===== config.mk =====
export PLATFORM = sky130hd
export DESIGN_NAME = smi_port_negotiator
export DESIGN_NICKNAME = d
export VERILOG_FILES = /design/src/rtl/smi_port_pkg.sv /design/src/rtl/smi_port_decode.sv /design/src/rtl/smi_port_engine.sv /design/src/rtl/smi_port_negotiator.sv
export SDC_FILE = /design/constraint.sdc
export NUM_CORES = 1
export LEC_CHECK = 0
export BUFFER_PORTS_ARGS = -buffer_cell sky130_fd_sc_hd__buf_2
export CAP_MARGIN = 20
export CELL_PAD_IN_SITES_DETAIL_PLACEMENT = 0
export CELL_PAD_IN_SITES_GLOBAL_PLACEMENT = 2
export CORE_ASPECT_RATIO = 1.5
export CORE_MARGIN = 1.5
export CORE_UTILIZATION = 10
export CTS_CLUSTER_DIAMETER = 60
export DETAILED_ROUTE_END_ITERATION = 10
export MAX_ROUTING_LAYER = met4
export PLACE_DENSITY_LB_ADDON = 0.1
export SYNTH_ARGS = -nofsm -noshare
export SYNTH_HDL_FRONTEND = slang
export SYNTH_SLANG_ARGS = --single-unit

===== constraint.sdc =====
create_clock -name clk -period 0.8 [get_ports clk]
set_input_delay 0.04 -clock clk [delete_from_list [all_inputs] [get_ports clk]]
set_output_delay 0.04 -clock clk [all_outputs]
set_load 0.01 [all_outputs]

===== src/rtl/smi_port_pkg.sv =====
// Package: shared widths, bit positions and the port byte layout.
// Assumes a one-byte port with scratch bit 0, negotiation bit 1 and
// feature bits 7:2. The SMI handler depends on these positions.
package smi_port_pkg;
    localparam int DATA_W   = 8;
    localparam int FEAT_LSB = 2;
    localparam int FEAT_W   = DATA_W - FEAT_LSB;

    typedef struct packed {
        logic [FEAT_W-1:0] feat;    // feature bits 7:2
        logic              neg;     // negotiation flag, bit 1
        logic              scratch; // transparent bit, bit 0
    } port_byte_t;
endpackage


===== src/rtl/smi_port_decode.sv =====
// Module: address decode for the port.
// Turns the bus strobes into write-hit and read-hit qualifiers.
// Assumes one access per cycle at most. The address is compared in full.
module smi_port_decode #(
    parameter int              ADDR_W    = 16,
    parameter logic [ADDR_W-1:0] PORT_ADDR = 16'h00B3
) (
    input  logic [ADDR_W-1:0] addr,
    input  logic              wr_en,
    input  logic              rd_en,
    output logic              wr_hit,
    output logic              rd_hit
);
    logic match;

    // Compare the full address against the port address.
    always_comb begin
        match  = (addr == PORT_ADDR);
        wr_hit = wr_en && match;
        rd_hit = rd_en && match;
    end
endmodule


===== src/rtl/smi_port_engine.sv =====
// Module: negotiation engine.
// Computes the read-back byte for each write and holds the accepted
// feature selection. Assumes that wr_hit is already address-qualified.
// Reads never reach this module, so reads cannot change its state.
module smi_port_engine
    import smi_port_pkg::*;
#(
    parameter logic [DATA_W-1:0] FEAT_MASK = 8'h00
) (
    input  logic              clk,
    input  logic              rst_n,
    input  logic              wr_hit,
    input  logic [DATA_W-1:0] wdata,
    output port_byte_t        status_q,
    output logic [FEAT_W-1:0] feat_q
);
    localparam logic [FEAT_W-1:0] SUPPORTED = FEAT_MASK[DATA_W-1:FEAT_LSB];

    port_byte_t        req;
    port_byte_t        status_d;
    logic [FEAT_W-1:0] stray;
    logic              reject;

    assign req = port_byte_t'(wdata);

    // Flag each requested feature bit that the platform does not offer.
    for (genvar i = 0; i < FEAT_W; i++) begin : g_stray
        assign stray[i] = req.feat[i] & ~SUPPORTED[i];
    end

    // Build the read-back byte from the kind of request.
    always_comb begin
        reject           = !req.neg && (|stray);
        status_d.scratch = req.scratch;
        status_d.neg     = reject;
        status_d.feat    = req.neg ? SUPPORTED : '0;
    end

    // Update the read-back register on every write that hits the port.
    always_ff @(posedge clk) begin
        if (!rst_n)      status_q <= '0;
        else if (wr_hit) status_q <= status_d;
    end

    // Store the selection only when it is accepted.
    always_ff @(posedge clk) begin
        if (!rst_n)                              feat_q <= '0;
        else if (wr_hit && !req.neg && !reject)  feat_q <= req.feat & SUPPORTED;
    end

    assert_scratch_copy_R2: assert property (@(posedge clk) disable iff (!rst_n)
        ($past(rst_n) && $past(wr_hit)) |-> (status_q.scratch == $past(wdata[0])));

    assert_query_mask_R3: assert property (@(posedge clk) disable iff (!rst_n)
        ($past(rst_n) && $past(wr_hit) && $past(wdata[1]))
        |-> (!status_q.neg && status_q.feat == SUPPORTED && feat_q == $past(feat_q)));

    assert_reject_keeps_R4: assert property (@(posedge clk) disable iff (!rst_n)
        ($past(rst_n) && $past(wr_hit) && !$past(wdata[1]) &&
         ($past(wdata[DATA_W-1:FEAT_LSB]) & ~SUPPORTED) != '0)
        |-> (status_q.neg && feat_q == $past(feat_q)));

    assert_accept_store_R5: assert property (@(posedge clk) disable iff (!rst_n)
        ($past(rst_n) && $past(wr_hit) && !$past(wdata[1]) &&
         ($past(wdata[DATA_W-1:FEAT_LSB]) & ~SUPPORTED) == '0)
        |-> (!status_q.neg && feat_q == $past(wdata[DATA_W-1:FEAT_LSB])));

    assert_select_zero_R6: assert property (@(posedge clk) disable iff (!rst_n)
        ($past(rst_n) && $past(wr_hit) && !$past(wdata[1])) |-> (status_q.feat == '0));

    assert_idle_hold_R9: assert property (@(posedge clk) disable iff (!rst_n)
        ($past(rst_n) && !$past(wr_hit)) |-> ($stable(status_q) && $stable(feat_q)));
endmodule


===== src/rtl/smi_port_negotiator.sv =====
// Module: top of the SMI data port with feature negotiation.
// Decodes one byte-wide I/O port, runs the negotiation engine and returns
// the read-back byte combinationally. Assumes single-byte accesses and a
// synchronous active-low reset. FEAT_MASK bits 1:0 are not used.
module smi_port_negotiator
    import smi_port_pkg::*;
#(
    parameter int                ADDR_W    = 16,
    parameter logic [ADDR_W-1:0] PORT_ADDR = 16'h00B3,
    parameter logic [DATA_W-1:0] FEAT_MASK = 8'h00
) (
    input  logic                 clk,
    input  logic                 rst_n,
    input  logic [ADDR_W-1:0]    addr,
    input  logic                 wr_en,
    input  logic                 rd_en,
    input  logic [DATA_W-1:0]    wdata,
    output logic [DATA_W-1:0]    rdata,
    output logic [FEAT_W-1:0]    feat_sel
);
    logic       wr_hit;
    logic       rd_hit;
    port_byte_t status_q;

    smi_port_decode #(.ADDR_W(ADDR_W), .PORT_ADDR(PORT_ADDR)) u_decode (
        .addr   (addr),
        .wr_en  (wr_en),
        .rd_en  (rd_en),
        .wr_hit (wr_hit),
        .rd_hit (rd_hit)
    );

    smi_port_engine #(.FEAT_MASK(FEAT_MASK)) u_engine (
        .clk      (clk),
        .rst_n    (rst_n),
        .wr_hit   (wr_hit),
        .wdata    (wdata),
        .status_q (status_q),
        .feat_q   (feat_sel)
    );

    // Return the stored byte only while a read hits the port.
    always_comb begin
        rdata = rd_hit ? DATA_W'(status_q) : '0;
    end

    assert_miss_reads_zero_R1: assert property (@(posedge clk) disable iff (!rst_n)
        !(rd_en && addr == PORT_ADDR) |-> (rdata == '0));

    assert_miss_no_write_R1: assert property (@(posedge clk) disable iff (!rst_n)
        ($past(rst_n) && !($past(wr_en) && $past(addr) == PORT_ADDR)) |-> $stable(feat_sel));
endmodule


==> metrics.txt <==
Antenna Cells=0; total congestion overflow after global routing=0; routed vias/inst=roughly 3.2; power per standard cell area=~1200 nW/um^2; critical path endpoint category=output port; Critical Path, Cell by Cell=buf_6 -> nor4b_4 -> and4_4 -> and3_4 -> buf_6; Yosys reg bits=2; vias=around 330; area grow syn2layout=82.3%; footprint of the flip-flops and latches=roughly 40 sq um; Most flops, register=u_engine.status_q; number of nets with antenna violations after routing=0; Top Metal Used=met4; count of hold-fix buffers inserted at cts=0; Net count, final=a little under 100; DR pass1 iterations=4; setup violators final=4; Final period util=124%; most frequent CP cell=sky130_fd_sc_hd__buf_6; multi-input logic area=between 200 and 250 sq um; violations in the final reports=negative setup slack; deepest clock path buffer count=2; final weighted congestion in routability-driven placement=0.684; start-to-end type of the worst setup path=input port to output port; Lkg Pwr=0.261 nW; highest achievable clock rate=just over 1 GHz; DIE AREA=around 3200 sq um; drt wl/cell=about 9.3 um; Mapped Cells=34; Num Clock Sinks=2; worst clock skew=0 ps; Post-Syn Area per Cell=between 8 and 9 sq um; fill count=340; met1 wire length=around 270 um; final-report max-slew violation count=0; pin count of the biggest net entering global routing=4; maximum fanout encountered on the critical timing path=3; total DRC errors in the routed layout=0; registers with the most flip-flops=u_engine.status_q: 2 flops; flip-flop count of the largest register, all copies and words added=2; unrepaired setup endpoints after global routing=true; Critical Path RT=760 ps; outcome=finished, violations left; worst-case hold slack=77.6 ps; Clock Tree Root=sky130_fd_sc_hd__clkbuf_8; total length of routed met3 wires=between 100 and 150 um; total global-route track usage=under 10%; H-tree Lvls=1; floorplan die height=between 60 and 70 um; number of hold violations in the final report=0; detailed route wirelength on metal2=approximately 590 um; power consumption=approximately 0.00063 W; number of placement rows=23; warnings from Yosys=0; max-cap violation count=0; critical path startpoint category=input port; HPWL after detailed placement=~840 um; netlist area before placement=~290 sq um; Finished Core Util=between 15 and 20%; number of buffers created by CTS=3; CP max stage cell=sky130_fd_sc_hd__nor4b_4; clock tree from TritonCTS=yes; placeable core area=between 2000 and 3000 sq um; Seq/Total Area, Yosys=13.9%; post-layout worst setup margin=-193 ps; 1st-iter DRT viols=2; count of buffers from port buffering=29; share of cells above drive strength 1=between 60 and 70%; post-CTS clock slew at the launch and capture registers of the worst setup and hold paths=30 ps; Worst path max stage delay=between 200 and 300 ps; VDD IR max=around 0.27 mV; number of antenna violations at the first check in global routing=0; number of cells after detailed placement=99; non-filler instance count after layout=104; clock latency of the later-clocked register in the worst-skew pair=roughly 210 ps; number of global-route vias before repair=slightly below 300; minimum period implied by the final worst setup slack=993 ps; Critical Path AT=about 950 ps; Hold Crit Class=input port to flop; I/O pin total=42; Detailed Route WL=~970 um; commonest non-fill, non-tap cell in the layout=sky130_fd_sc_hd__buf_2; overall die width=around 47 um; first-pass GRT wire length=1300 um; leading cell types in the layout, fill and taps excluded=24 x sky130_fd_sc_hd__buf_2, 12 x sky130_fd_sc_hd__conb_1, 5 x sky130_fd_sc_hd__buf_6; synth unique cells=15; Starting Density=about a tenth
-- cell families after synthesis --
group / count (synthesis) / share of synthesized area [%]
other cells: 1 / 1.30
buf+inv: 14 / 33.8
compound gates: 5 / 8.66
simple gates: 12 / 42.4
flops: 2 / 13.9
-- report_power, final --
part           leakage [nW]    switching, W  internal [W]
sequential           0.0161  0.000000000491      0.000101
clock                0.0216       0.0000778      0.000318
combinational         0.223       0.0000616     0.0000700
-- final timing paths --
check                           depth (start not counted)                   end            startpoint  slack [ps]
worst max-delay path                                    5              rdata[0]               addr[2]        -190
worst min-delay path                                    3  u_engine.status_q[1]                 rst_n          80
worst max register to register                          2  u_engine.status_q[0]  u_engine.status_q[0]         200
worst min register to register                          2  u_engine.status_q[1]  u_engine.status_q[1]         490
-- repair_timing --
| item | 4_1_cts | 5_1_grt |
|---|---|---|
| setup buffers | 2 | 0 |
| resized for setup | 8 | 1 |
| endpoints found under the setup margin | 2 | 4 |
| cloned | 0 | 0 |
| pin swaps | 5 | 4 |
-- worst max-delay path: cells and delay by family --
kind | cells | cell delay, ps
and+or+nand+nor | 3 | 720
buffers and inverters | 2 | 190
-- cells in the mapped netlist (all sizes together) --
cell type | number | share of area, %
a21oi | 3 | 5.2
and3 | 2 | 5.2
and4 | 1 | 3.9
and4bb | 2 | 8.7
buf | 12 | 31
conb | 1 | 1.3
dfxtp | 2 | 14
inv | 2 | 2.6
nand3 | 2 | 3.5
nand4 | 1 | 2.2
nor2 | 1 | 1.3
nor4 | 2 | 9.5
nor4b | 1 | 8.2
o21ai | 2 | 3.5
-- final cells by class --
type | count | area share [%]
inverter | 2 | 1.43
timing repair buffer | 31 | 36.3
clock buffer | 3 | 7.84
multi-input combinational | 29 | 38.0
sequential | 2 | 7.60
tap | 37 | 8.79
-- per-layer routing --
metal / global-route usage [%] / vias up
met5: - / -
met4: 5.21 / 0
met3: 3.39 / 2
met2: 9.25 / 24
met1: 6.07 / 142
li1: - / 164
-- stage by stage --
stage	TNS (ps)	setup WS, ps	instance area (sq um)
floorplan	0	6.00	330
global placement	-898	-243	432
detailed placement	-821	-238	432
CTS	-468	-193	527
global route	-705	-238	527
finish	-467	-193	527
Power figures use the tool's default switching activity.
